### config.mk
export PLATFORM = sky130hd
export DESIGN_NAME = sec_trim_divider
export DESIGN_NICKNAME = d
export VERILOG_FILES = /design/src/rtl/trim_pkg.sv /design/src/rtl/trim_ref_sync.sv /design/src/rtl/trim_cal_fsm.sv /design/src/rtl/trim_tick_gen.sv /design/src/rtl/sec_trim_divider.sv
export SDC_FILE = /design/constraint.sdc
export NUM_CORES = 1
export LEC_CHECK = 0
export BUFFER_PORTS_ARGS = -buffer_cell sky130_fd_sc_hd__buf_2
export CORE_UTILIZATION = 25
export DETAILED_ROUTE_END_ITERATION = 16
export MAX_ROUTING_LAYER = met4
export PLACE_DENSITY = 0.39
export SLEW_MARGIN = 20
export SYNTH_ARGS = -nofsm -noshare
export SYNTH_HDL_FRONTEND = slang
export SYNTH_SLANG_ARGS = --single-unit
### constraint.sdc
create_clock -name clk -period 4.9 [get_ports clk]
set_input_delay 0.49 -clock clk [delete_from_list [all_inputs] [get_ports clk]]
set_output_delay 0.49 -clock clk [all_outputs]
set_load 0.02 [all_outputs]
### src/rtl/trim_pkg.sv
package trim_pkg;
    typedef enum logic [1:0] {
        ST_IDLE,
        ST_ARM,
        ST_COUNT,
        ST_HOLD
    } cal_state_t;
endpackage

### src/rtl/trim_ref_sync.sv
module trim_ref_sync (
    input  logic clk,
    input  logic rst_n,
    input  logic ref_async,
    output logic ref_edge
);
    logic meta_q, sync_q, prev_q;

    always_ff @(posedge clk or negedge rst_n) begin
        if (!rst_n) begin
            meta_q <= 1'b0;
            sync_q <= 1'b0;
            prev_q <= 1'b0;
        end else begin
            meta_q <= ref_async;
            sync_q <= meta_q;
            prev_q <= sync_q;
        end
    end

    assign ref_edge = sync_q & ~prev_q;

    // a reference event never lasts more than one cycle
    assert_edge_single_R1: assert property (@(posedge clk) disable iff (!rst_n)
        ref_edge |=> !ref_edge);
endmodule

### src/rtl/trim_cal_fsm.sv
module trim_cal_fsm
    import trim_pkg::*;
#(
    parameter int NOM_DIV = 32768,
    parameter int TOL     = 64,
    parameter int DIV_W   = $clog2(NOM_DIV + TOL + 1)
) (
    input  logic             clk,
    input  logic             rst_n,
    input  logic             cal_en,
    input  logic             ref_edge,
    output logic [DIV_W-1:0] div_q,
    output logic             done_q,
    output logic             err_q
);
    localparam logic [DIV_W-1:0] MIN_V = DIV_W'(NOM_DIV - TOL);
    localparam logic [DIV_W-1:0] MAX_V = DIV_W'(NOM_DIV + TOL);
    localparam logic [DIV_W-1:0] NOM_V = DIV_W'(NOM_DIV);

    cal_state_t       state_q, state_d;
    logic [DIV_W-1:0] cnt_q;

    // state register
    always_ff @(posedge clk or negedge rst_n) begin
        if (!rst_n) state_q <= ST_IDLE;
        else        state_q <= state_d;
    end

    // next-state logic
    always_comb begin
        state_d = state_q;
        unique case (state_q)
            ST_IDLE:  if (cal_en) state_d = ST_ARM;
            ST_ARM: begin
                if (!cal_en)       state_d = ST_IDLE;
                else if (ref_edge) state_d = ST_COUNT;
            end
            ST_COUNT: begin
                if (!cal_en)                          state_d = ST_IDLE;
                else if (ref_edge || cnt_q == MAX_V)  state_d = ST_HOLD;
            end
            ST_HOLD:  if (!cal_en) state_d = ST_IDLE;
            default:  state_d = ST_IDLE;
        endcase
    end

    // outputs and datapath
    always_ff @(posedge clk or negedge rst_n) begin
        if (!rst_n) begin
            cnt_q  <= '0;
            div_q  <= NOM_V;
            done_q <= 1'b0;
            err_q  <= 1'b0;
        end else begin
            unique case (state_q)
                ST_IDLE: begin
                    if (cal_en) begin
                        done_q <= 1'b0;
                        err_q  <= 1'b0;
                    end
                end
                ST_ARM: begin
                    if (cal_en && ref_edge) cnt_q <= DIV_W'(1);
                end
                ST_COUNT: begin
                    if (cal_en) begin
                        if (ref_edge) begin
                            if (cnt_q >= MIN_V) begin
                                div_q  <= cnt_q;
                                done_q <= 1'b1;
                            end else begin
                                err_q  <= 1'b1;
                            end
                        end else if (cnt_q == MAX_V) begin
                            err_q <= 1'b1;
                        end else begin
                            cnt_q <= cnt_q + 1'b1;
                        end
                    end
                end
                ST_HOLD: ;
                default: ;
            endcase
        end
    end

    // the stored ratio always lies inside the accepted window
    assert_div_in_range_R4: assert property (@(posedge clk) disable iff (!rst_n)
        (div_q >= MIN_V) && (div_q <= MAX_V));

    // rejection leaves the previous ratio in place
    assert_err_keeps_div_R5: assert property (@(posedge clk) disable iff (!rst_n)
        $rose(err_q) |-> (div_q == $past(div_q)));

    // accepted and rejected results are exclusive
    assert_flags_exclusive_R5: assert property (@(posedge clk) disable iff (!rst_n)
        !(done_q && err_q));

    // the measurement counter never runs past the upper limit
    assert_count_bound_R5: assert property (@(posedge clk) disable iff (!rst_n)
        (state_q == ST_COUNT) |-> (cnt_q <= MAX_V));

    // with calibration disabled the ratio holds
    assert_idle_keeps_div_R8: assert property (@(posedge clk) disable iff (!rst_n)
        !$past(cal_en) |-> $stable(div_q));
endmodule

### src/rtl/trim_tick_gen.sv
module trim_tick_gen #(
    parameter int NOM_DIV = 32768,
    parameter int DIV_W   = 16
) (
    input  logic             clk,
    input  logic             rst_n,
    input  logic [DIV_W-1:0] div_i,
    output logic             tick
);
    localparam logic [DIV_W-1:0] START_V = DIV_W'(NOM_DIV - 1);

    logic [DIV_W-1:0] cnt_q;

    always_ff @(posedge clk or negedge rst_n) begin
        if (!rst_n)          cnt_q <= START_V;
        else if (cnt_q == 0) cnt_q <= div_i - 1'b1;
        else                 cnt_q <= cnt_q - 1'b1;
    end

    assign tick = (cnt_q == '0);

    // a tick is a single-cycle pulse
    assert_tick_single_R6: assert property (@(posedge clk) disable iff (!rst_n)
        tick |=> !tick);
endmodule

### src/rtl/sec_trim_divider.sv
module sec_trim_divider #(
    parameter int NOM_DIV = 32768,
    parameter int TOL     = 64,
    parameter int DIV_W   = $clog2(NOM_DIV + TOL + 1)
) (
    input  logic             clk,
    input  logic             rst_n,
    input  logic             ref_pulse,
    input  logic             cal_en,
    output logic             tick,
    output logic [DIV_W-1:0] divisor,
    output logic             cal_done,
    output logic             cal_err
);
    logic ref_edge;

    trim_ref_sync u_sync (
        .clk       (clk),
        .rst_n     (rst_n),
        .ref_async (ref_pulse),
        .ref_edge  (ref_edge)
    );

    trim_cal_fsm #(
        .NOM_DIV (NOM_DIV),
        .TOL     (TOL),
        .DIV_W   (DIV_W)
    ) u_cal (
        .clk      (clk),
        .rst_n    (rst_n),
        .cal_en   (cal_en),
        .ref_edge (ref_edge),
        .div_q    (divisor),
        .done_q   (cal_done),
        .err_q    (cal_err)
    );

    trim_tick_gen #(
        .NOM_DIV (NOM_DIV),
        .DIV_W   (DIV_W)
    ) u_tick (
        .clk   (clk),
        .rst_n (rst_n),
        .div_i (divisor),
        .tick  (tick)
    );
endmodule

* Word level (Yosys, flattened, before mapping)
Index checks and enable logic that the tools add are counted.
** Operators by class
- Eq/ne operators :: 16
- $add $sub $neg :: 3
- $lt $le $gt $ge :: 1
- Muxes and demuxes :: 23
- Bitwise operators :: 2
- Reduce and logical (&&, ||, !) cells :: 11
** Operator list (count)
- 2-to-1 mux 16 bit :: 5
- case mux 16 bit (2 select lines) :: 1
- subtractor 16 x 1 -> 16 bit (second input constant) :: 2
- adder 16 x 1 -> 16 bit (second input constant) :: 1
- equality test 16 bit (second input constant) :: 1
- >= comparator 16 x 15 -> 1 bit (second input constant) :: 1
- zero test 16 bit :: 1
- AND reduction 5 bit :: 3
- 2-to-1 mux 2 bit :: 6
- != test 2 bit (second input constant) :: 5
- 2-to-1 mux 1 bit :: 8
- case mux 2 bit (4 select lines) :: 1
- AND reduction 4 bit :: 2
- != test 2 x 1 -> 1 bit (second input constant) :: 3
- != test 3 x 2 -> 1 bit (second input constant) :: 2
- equality test 2 bit (second input constant) :: 2
- case mux 1 bit (2 select lines) :: 2
- nonzero test 2 bit :: 2
- != test 3 x 1 -> 1 bit (second input constant) :: 1
- != test 3 bit (second input constant) :: 1
- equality test 2 x 1 -> 1 bit (second input constant) :: 1
- zero test 2 bit :: 1
- bitwise AND 1 bit :: 1
- logical AND 1 bit :: 1
- 2 further kinds :: 2
** Word-level totals
- Logic and storage cells :: 65
- Register bits :: 55
- Output and inout port bits :: 19

* Longest topological paths before layout
Gate-level depths: netlist (run 1).
- Depth after elaboration :: 6
- Gate-level depth with buffers :: 13
- Gate-level depth less buffers :: 12

* Modules after synthesis
A second synthesis (run 1) with hierarchy kept.
** Unflattened totals
- Cell total of the unflattened synthesis :: 295
- Area, all modules :: 3173.0 µm²
** Modules (own cells, without submodules)
- trim_cal_fsm :: cells each 162, times used 1, area an instance 1870.5 µm², sequential area each 902.1 µm²
- trim_tick_gen :: cells each 129, times used 1, area an instance 1213.7 µm², sequential area each 419.2 µm²
- trim_ref_sync :: cells each 4, times used 1, area an instance 88.8 µm², sequential area each 75.1 µm²

* Worst setup path after synthesis (run 1)
No wires, ideal clock.
- Path kind :: register to register
- Start :: reg u_tick.cnt_q[8]
- End :: reg u_tick.cnt_q[12]
- Arrival time :: 2.979 ns
- Data required time :: 4.825 ns
- Cell stages (with the launch flop) :: 14
- Setup slack :: 1.845 ns
- Clock period less this slack :: 3.055 ns
- Path through :: dfstp_2 > nor4_2 > nand4_1 > or3_4 > clkinv_4 > buf_2 > a21oi_1 > ha_1 > or3b_2 > nor3_1 > o21ai_1 > a2111o_1 > a211oi_2 > xnor2_1
** On the way
- Word-level cells in the longest chain between the ends :: 2
- Elaborated cells on any way between the ends :: 3
- Those cells by class :: add/sub (1); mux (1); reduce/logical (1)
** RTL lines
- start: declaration :: RTL line trim_tick_gen.sv:12 : logic [DIV_W-1:0] cnt_q;
- start signal: assignment :: RTL line trim_tick_gen.sv:16 : else if (cnt_q == 0) cnt_q <= div_i - 1'b1;
- start signal: assignment :: RTL line trim_tick_gen.sv:17 : else cnt_q <= cnt_q - 1'b1;
- zero test 16 bit
- named net tick :: RTL line sec_trim_divider.sv:10 : output logic tick,
- 2-to-1 mux 16 bit :: RTL line trim_tick_gen.sv:16
The timed path passes the listed nets, and every way through them passes these cells.
A chain may end at the register's enable or synchronous reset.

* Final worst setup path (run 1)
- Start :: reg u_tick.cnt_q[8]
- End :: reg u_tick.cnt_q[14]
** On the way
- Word-level cells in the longest chain between the ends :: 2
- Elaborated cells on any way between the ends :: 3
- Those cells by class :: add/sub (1); mux (1); reduce/logical (1)
** RTL lines (RTL line)
- subtractor 16 x 1 -> 16 bit / zero test 16 bit (equally long branches) :: trim_tick_gen.sv:17, trim_tick_gen.sv:16
- 2-to-1 mux 16 bit * :: trim_tick_gen.sv:16
Every way passes the cells marked *; elsewhere a longest branch is shown, timed or not.

==> flow_metrics.env, run 1 <==
export IMPL_cp_num_buf_inv=1
export IMPL_critical_path_cell_chain="nor4_2 -> nand4_1 -> or3_4 -> clkinv_4 -> a21oi_1 -> ha_1 -> or3b_2 -> nor3_1 -> o21ai_1 -> a2111o_1 -> a21oi_1 -> xnor2_1"
export IMPL_core_area_mm2=0.01108
export IMPL_cts_max_path_buffers=2
export IMPL_cts_root_buf="clkbuf_16"
export IMPL_wirelength_um=7010
export IMPL_drt_iter0_markers=129
export IMPL_antennaDiodeCount=0
export IMPL_synth_cell_types=54
export IMPL_place_inst=432
export IMPL_worstSkewPairLatency_ns=0.29
export IMPL_cp_common_cell="a21oi_1"
export IMPL_hold_violations=0
export IMPL_synth_edf_count=0
export IMPL_final_max_slew_viol_count=0
export IMPL_seq_area_frac_synth=0.4827
export IMPL_power_leakage_nw=1.386
export IMPL_cp_num_cells=12
export IMPL_synth_area_top_cells="dfrtp_1 34%, dfstp_2 15%, xnor2_1 5.4%, nor2_1 4.2%, mux2_1 3.1%"
export IMPL_routedWlPerCell_um=15.90
export IMPL_rsz0062_at_grt="no"
export IMPL_grt_usage=0.1330
export IMPL_synth_area_leader_cell="dfrtp_1"
export IMPL_grt_remaining_overflow=0
export IMPL_numClockSinks=55
export IMPL_path_class="flip-flop to flip-flop"
export IMPL_period_share=0.6879
export IMPL_vias=2187
export IMPL_hold_path_class="input port to flip-flop"
export IMPL_yosys_warnings=0
export IMPL_worst_slew_pin_slew_ns=0.7233
export IMPL_die_h_um=109.6
export IMPL_fmax_ghz=0.2967
export IMPL_fin_worst_skew_ns=0.006331
export IMPL_drv_cap=0
export IMPL_postCtsHoldBufs=0
export IMPL_post_cts_resized=0
export IMPL_vias_per_cell=4.959
export IMPL_dr_pass1_iters=4
export IMPL_synth_top_area_share=0.3374
export IMPL_drc=0
export IMPL_setup_tns_ns=0
export IMPL_cp_arrival_ns=3.59
export IMPL_fin_util=0.2994
export IMPL_postCtsSetupBuffers=0
export IMPL_grt_max_degree=56
export IMPL_finalWeightedCongestion=0.7578
export IMPL_status="finished, final reports clean"
export IMPL_io_pin_count=23
export IMPL_fin_cells=441
export IMPL_portBuffers=22
export IMPL_cts_made_buffers=5
export IMPL_pwr_density_cell_mw_per_mm2=298.1
export IMPL_layout_commonest_cell="dfrtp_1"
export IMPL_grt_pass1_wl_um=11830
export IMPL_syn_nets=282
export IMPL_post_route_min_period_ns=3.371
export IMPL_rows=38
export IMPL_yosys_most_used_dff="dfrtp_1"
export IMPL_syn_inst=275
export IMPL_cp_required_ns=5.12
export IMPL_initial_core_util=0.2611
export IMPL_crit_fanout=22
export IMPL_layout_nets=307
export IMPL_peakVddDrop_v=0.0001553
export IMPL_syn_to_final_growth_pct=14.66
export IMPL_grt_pass1_vias=2188
export IMPL_syn_area_per_cell_um2=10.52
export IMPL_layout_common_cells="39 x dfrtp_1, 32 x nor2_1, 22 x buf_2"
export IMPL_cpPeakStageDelay_ns=0.58
export IMPL_cpMaxStageDelayCell="dfstp_2"
export IMPL_synth_seq_cells=55
export IMPL_crit_path_end_kind="flip-flop"
export IMPL_die_width_um=109.6
export IMPL_antenna_found_initial=0
export IMPL_syn_cell_area_mm2=0.002893
export IMPL_reg2regPathDepth=12
export IMPL_cts_clk_slew_worst_paths_ns=0.07
export IMPL_layout_drive_gt1_share=0.2392
export IMPL_drtAntennaViolNets=0
export IMPL_synthArstFlopShare=1.000
export IMPL_finalSetupViolations=0
export IMPL_hold_path_depth=1
export IMPL_dieArea_mm2=0.01201
export IMPL_relSlewSlack=0.5178
export IMPL_path_delay_family="simple AND/OR/NAND/NOR gates"
export IMPL_dp_hpwl_um=4993
export IMPL_tritoncts="built"
export IMPL_cp_start_kind="flip-flop"
export IMPL_htreeDepth=2
[state kept, by name, indices dropped and copies added, names as in the netlist]
register       flops
u_cal.div_q       16
u_tick.cnt_q      16
u_cal.err_q        1
u_cal.done_q       1
u_cal.state_q      2
u_sync.sync_q      1
u_sync.prev_q      1
u_sync.meta_q      1
u_cal.cnt_q       16
[cells in the mapped netlist (2+ instances only)]
library cell  count
a211oi_1          4
or2_2             3
buf_6             2
nand3_1           7
a21oi_1          16
dfrtp_1          39
nor3_2            2
nor3_1           11
nor4_1            8
o21ai_0           9
and3_1            5
mux2_2            7
nand2_1          12
or4_1             3
nor4_4            2
nor2b_1           3
mux2_1            8
o21ai_1           3
xor2_1            5
buf_2             3
xnor2_1          18
ha_1              3
o22a_1            2
nand4_1           4
dfstp_2          16
or3_1             5
nor2_1           32
nand2b_1          3
inv_1             6
a31oi_1           3
nor4b_1           8
[metal layers]
metal | GRT usage | share of wire | vias to the layer above | wire length, µm
met5 | - | 0 | - | 0
met4 | 0.03429 | 0.011 | 0 | 77
met3 | 0.01838 | 0.031 | 6 | 220
met2 | 0.2107 | 0.48 | 24 | 3379
met1 | 0.1791 | 0.48 | 1091 | 3332
li1 | - | - | 1066 | -
[final cells by class]
type	count	area, µm²
Multi-Input combinational cell	206	1409
Sequential cell	55	1396
Clock inverter	3	43.79
Fill cell	1170	7761
Timing Repair Buffer	25	136.4
Tap cell	140	175.2
Clock buffer	5	125.1
Inverter	7	31.28
[power breakdown]
part	total (W)	switching (W)	internal (W)
registers	0.000508	0.0000264	0.000481
clock network	0.000407	0.000165	0.000241
logic	0.0000743	0.0000458	0.0000286
[worst paths after layout]
path,from,endpoint,slack (ns)
min reg2reg,u_sync.meta_q,u_sync.sync_q,0.36
min,ref_pulse,u_sync.meta_q,0.30
max reg2reg,u_tick.cnt_q[8],u_tick.cnt_q[14],1.53
max in group asynchronous,rst_n,u_cal.cnt_q[8],4.08
max,u_tick.cnt_q[8],u_tick.cnt_q[14],1.53
min in group asynchronous,rst_n,u_tick.cnt_q[15],0.33
[per-stage QoR]
step / power [W] / hold slack (ns) / worst slack (ns) / instance area [µm²]
floorplan: 0.0005571 / 0.1944 / 1.845 / 2893
global placement: 0.0005909 / 0.3445 / 1.544 / 3137
detailed placement: 0.0005902 / 0.3452 / 1.531 / 3137
CTS: 0.001009 / 0.2878 / 1.509 / 3306
global route: 0.001036 / 0.2873 / 1.332 / 3317
finish: 0.0009887 / 0.2978 / 1.529 / 3317
[cells by family (layout without fill, tap and decap cells)]
group                      after synthesis  after routing  share of synthesized area
AOI/OAI and AO/OA                       49             49                     0.1133
xor gates and xnor gates                23             23                    0.06964
adders and majority gates                3              3                    0.01298
buffers and inverters                   14             40                    0.03027
DFF                                     55             55                     0.4827
muxes                                   15             15                    0.05839
and+or+nand+nor                        116            116                     0.2327
(Power assumes the default switching activity.)
==> run 2: changes to the inputs <==
Clock period 4.9 ns to 3.4 ns, I/O delays scaled along.
==> flow_metrics.env, run 2 (synthesis results as in run 1) <==
export IMPL_status="finished, final reports clean"
export IMPL_power_leakage_nw=1.403
export IMPL_grt_pass1_wl_um=11800
export IMPL_rows=38
export IMPL_hold_slack_ns=0.06149
export IMPL_tritoncts="built"
export IMPL_initial_core_util=0.2611
export IMPL_antenna_found_initial=0
export IMPL_grt_max_degree=28
export IMPL_crit_fanout=12
export IMPL_worst_slew_pin_slew_ns=0.6523
export IMPL_layout_commonest_cell="dfrtp_1"
export IMPL_grt_usage=0.1317
export IMPL_drtAntennaViolNets=0
export IMPL_place_inst=437
export IMPL_fin_cells=445
export IMPL_dp_hpwl_um=5189
export IMPL_critical_path_cell_chain="nor4_2 -> nand4_1 -> or3_4 -> clkinv_4 -> a21oi_1 -> ha_1 -> or3b_2 -> nor3_1 -> o21ai_1 -> a2111o_1 -> a211oi_2 -> xnor2_1"
export IMPL_core_area_mm2=0.01108
export IMPL_layout_common_cells="39 x dfrtp_1, 32 x nor2_1, 22 x buf_2"
export IMPL_drv_cap=0
export IMPL_grt_pass1_vias=2199
export IMPL_layout_drive_gt1_share=0.2459
export IMPL_post_cts_resized=0
export IMPL_path_delay_family="simple AND/OR/NAND/NOR gates"
export IMPL_cpMaxStageDelayCell="dfstp_2"
export IMPL_cts_max_path_buffers=2
export IMPL_cp_start_kind="flip-flop"
export IMPL_peakVddDrop_v=0.0001701
export IMPL_drt_iter0_markers=89
export IMPL_finalWeightedCongestion=0.7830
export IMPL_pwr_density_cell_mw_per_mm2=429.8
export IMPL_worstSkewPairLatency_ns=0.29
export IMPL_total_power_w=0.001436
export IMPL_path_class="flip-flop to flip-flop"
export IMPL_fmax_ghz=0.3211
export IMPL_die_h_um=109.6
export IMPL_setup_tns_ns=0
export IMPL_finalSetupViolations=0
export IMPL_antennaDiodeCount=0
export IMPL_rsz0062_at_grt="no"
export IMPL_cpPeakStageDelay_ns=0.58
export IMPL_htreeDepth=2
export IMPL_portBuffers=22
export IMPL_dr_pass1_iters=4
export IMPL_cts_root_buf="clkbuf_16"
export IMPL_postCtsSetupBuffers=0
export IMPL_hold_path_class="input port to asynchronous set/reset pin"
export IMPL_cp_num_buf_inv=1
export IMPL_cp_arrival_ns=3.33
export IMPL_final_max_slew_viol_count=0
export IMPL_syn_to_final_growth_pct=15.53
export IMPL_routedWlPerCell_um=15.78
export IMPL_post_route_min_period_ns=3.114
export IMPL_postCtsHoldBufs=0
export IMPL_crit_path_end_kind="flip-flop"
export IMPL_fin_worst_skew_ns=0.007793
export IMPL_numClockSinks=55
export IMPL_period_share=0.9160
export IMPL_cp_required_ns=3.62
export IMPL_relSlewSlack=0.5622
export IMPL_cts_made_buffers=5
export IMPL_dieArea_mm2=0.01201
export IMPL_io_pin_count=23
export IMPL_biggestRegsByFlops="u_cal.cnt_q (16), u_cal.div_q (16), u_tick.cnt_q (16)"
export IMPL_layout_nets=311
export IMPL_cts_clk_slew_worst_paths_ns=0.07
export IMPL_wirelength_um=7022
export IMPL_drc=0
export IMPL_hold_violations=0
export IMPL_vias=2193
export IMPL_vias_per_cell=4.928
export IMPL_fin_util=0.3017
export IMPL_grt_remaining_overflow=0
export IMPL_die_width_um=109.6
## run 2: changes by cell type in the layout (fill, tap and decap cells not counted), sizes merged
cell,before,now
clkinv,3,1
clkbuf,5,6
buf,25,29
inv,6,7
## run 2: per-layer routing
| layer | up-vias | global-route usage | part of all wire |
|---|---|---|---|
| met2 | 23 | 0.2138 | 0.50 |
| li1 | 1064 | - | - |
| met4 | 0 | 0.02857 | 0.0066 |
| met5 | - | - | 0 |
| met3 | 6 | 0.02549 | 0.022 |
| met1 | 1100 | 0.1703 | 0.48 |
## run 2: layout make-up
cell class              count  area [µm²]
inverters                   7       31.28
flip-flops and latches     55        1396
clock inverters             2       38.79
fillers                  1176        7736
repair buffers             29       162.7
clock buffers               6       128.9
well taps                 140       175.2
multi-input cells         206        1409
## run 2: power breakdown
group | internal (W) | switching, W
sequential | 0.000693 | 0.0000384
combinational | 0.0000425 | 0.0000663
clock | 0.000351 | 0.000244
total | 0.00109 | 0.000349
## run 2: stage by stage
stage,setup WS [ns],cell area [µm²]
after floorplan,0.3454,2893
after global placement,0.3551,3174
after detailed placement,0.3130,3174
after CTS,0.2899,3342
after global routing,0.03733,3342
final,0.2855,3342
## run 2: worst paths after layout
path	start	end	slack [ns]	depth (start not counted)
max in group asynchronous	rst_n	u_cal.div_q[15]	2.61	2
max reg2reg	u_tick.cnt_q[8]	u_tick.cnt_q[12]	0.29	12
min in group clk	ref_pulse	u_sync.meta_q	0.15	1
min reg2reg	u_sync.meta_q	u_sync.sync_q	0.36	0
max	u_tick.cnt_q[8]	u_tick.cnt_q[12]	0.29	12
min	rst_n	u_cal.div_q[7]	0.06	1
==> run 3: changes to the inputs <==
Settings changed: CELL_PAD_IN_SITES_DETAIL_PLACEMENT set to 0, CELL_PAD_IN_SITES_GLOBAL_PLACEMENT set to 1, PLACE_DENSITY 0.39 to 0.46, SKIP_LAST_GASP set to 1.
==> flow_metrics.env, run 3 (synthesis results as in run 1) <==
export IMPL_drtAntennaViolNets=0
export IMPL_hp_start="ref_pulse"
export IMPL_fin_util=0.3012
export IMPL_fin_worst_skew_ns=0.008816
export IMPL_die_width_um=109.6
export IMPL_die_h_um=109.6
export IMPL_top_usage_layer="met2"
export IMPL_wirelength_um=7192
export IMPL_r2r_start="u_tick.cnt_q[6]"
export IMPL_total_power_w=0.001355
export IMPL_place_inst=438
export IMPL_final_max_slew_viol_count=0
export IMPL_worst_slew_pin_slew_ns=0.6147
export IMPL_power_leakage_nw=1.397
export IMPL_antennaDiodeCount=0
export IMPL_worstSkewPairLatency_ns=0.30
export IMPL_vias_per_cell=4.877
export IMPL_vias=2180
export IMPL_use_met2=0.2080
export IMPL_grt_pass1_vias=2131
export IMPL_grt_pass1_wl_um=11750
export IMPL_cts_max_path_buffers=2
export IMPL_layout_nets=313
export IMPL_pwr_density_cell_mw_per_mm2=405.9
export IMPL_dieArea_mm2=0.01201
export IMPL_peakVddDrop_v=0.0001795
export IMPL_layout_commonest_cell="dfrtp_1"
export IMPL_cp_required_ns=3.62
export IMPL_status="finished, final reports clean"
export IMPL_layout_drive_gt1_share=0.2508
export IMPL_hold_path_depth=1
export IMPL_dp_hpwl_um=5232
export IMPL_grt_usage=0.1347
export IMPL_layout_common_cells="39 x dfrtp_1, 32 x nor2_1, 22 x buf_2"
export IMPL_grt_max_degree=21
export IMPL_crit_path_end_kind="flip-flop"
export IMPL_cp_start_kind="flip-flop"
export IMPL_crit_fanout=12
export IMPL_numClockSinks=55
export IMPL_tritoncts="built"
export IMPL_grt_util_met3=0.02549
export IMPL_fin_cells=447
export IMPL_hold_slack_ns=0.1444
export IMPL_period_share=0.9162
export IMPL_setup_tns_ns=0
export IMPL_rows=38
export IMPL_cp_startpoint="u_tick.cnt_q[6]"
export IMPL_cts_clk_slew_worst_paths_ns=0.07
export IMPL_met1_usage=0.1778
export IMPL_cts_made_buffers=5
export IMPL_cts_root_buf="clkbuf_16"
export IMPL_biggestRegsByFlops="u_cal.cnt_q (16), u_cal.div_q (16), u_tick.cnt_q (16)"
export IMPL_path_class="flip-flop to flip-flop"
export IMPL_hold_path_class="input port to flip-flop"
export IMPL_dr_pass1_iters=4
export IMPL_portBuffers=22
export IMPL_initial_core_util=0.2611
export IMPL_r2r_slack_ns=0.28
export IMPL_hold_violations=0
export IMPL_worstReg2RegEnd="u_tick.cnt_q[12]"
export IMPL_io_pin_count=23
export IMPL_nFillCells=1167
export IMPL_min_to="u_sync.meta_q"
export IMPL_post_route_min_period_ns=3.115
export IMPL_reg2regPathDepth=12
export IMPL_core_area_mm2=0.01108
export IMPL_syn_to_final_growth_pct=15.35
export IMPL_relSlewSlack=0.5874
export IMPL_finalWeightedCongestion=0.7501
export IMPL_drv_cap=0
export IMPL_fmax_ghz=0.3210
export IMPL_drt_iter0_markers=65
export IMPL_antenna_found_initial=0
export IMPL_htreeDepth=2
export IMPL_grt_remaining_overflow=0
export IMPL_drc=0
export IMPL_routedWlPerCell_um=16.09
export IMPL_finalSetupViolations=0
export IMPL_cp_arrival_ns=3.34
export IMPL_rsz0062_at_grt="no"
run 3: cell count changes in the layout (fill, tap and decap cells not counted), sizes merged:
cell | before | now
clkinv | 1 | 2
dlygate4sd3 | 0 | 1
bufinv | 1 | 0
clkbuf | 6 | 5
clkinvlp | 0 | 2
inv | 7 | 6
buf | 29 | 30
run 3: worst max-delay path by stage:
| stage | to | slack, ns | depth (start not counted) |
|---|---|---|---|
| 2_1_floorplan | u_tick.cnt_q[12] | 0.35 | 13 |
| 3_3_place_gp | u_tick.cnt_q[14] | 0.32 | 12 |
| 3_5_place_dp | u_tick.cnt_q[12] | 0.32 | 12 |
| 4_1_cts | u_tick.cnt_q[12] | 0.30 | 12 |
| 5_1_grt | u_tick.cnt_q[12] | 0.05 | 12 |
| 6_report | u_tick.cnt_q[12] | 0.28 | 12 |
run 3: per-stage QoR:
stage               cell area (µm²)  setup WS [ns]
floorplan                      2893         0.3454
global placement               3182         0.3248
detailed placement             3182         0.3235
CTS                            3337         0.2976
global route                   3337        0.04513
finish                         3337         0.2850
run 3: area by class of cell:
type | instances | area [µm²] | area share
Multi-Input combinational cell | 206 | 1409 | 0.4222
Sequential cell | 55 | 1396 | 0.4184
Timing Repair Buffer | 31 | 180.2 | 0.05399
Tap cell | 140 | 175.2 | 0.05249
Clock buffer | 5 | 125.1 | 0.03750
Inverter | 7 | 31.28 | 0.009374
Clock inverter | 3 | 20.02 | 0.005999
run 3: where the power goes:
group / internal, W / switching (W)
Combinational: 0.0000430 / 0.0000655
Sequential: 0.000694 / 0.0000378
Clock: 0.000272 / 0.000242
run 3: what timing repair did:
item	CTS	global route
hold buffers	1	0
hold endpoints to repair	5	0
resized for setup	0	0
setup buffers	0	0
run 3: worst max-delay path, stage by stage, from the launching register on:
cell and delay (ns):
dfstp_2 0.56, nor3_1 0.08, nand4_1 0.11, or3_4 0.23, clkinv_4 0.07, a21oi_1 0.19, ha_1 0.22, or3b_2 0.51
nor3_1 0.16, o21ai_1 0.14, a2111o_1 0.46, a211oi_2 0.18, xnor2_1 0.14
run 3: layer usage:
metal / wire (µm) / share of wire
met2: 3405 / 0.47
met4: 95 / 0.013
met5: 0 / 0
met1: 3557 / 0.49
met3: 134 / 0.019
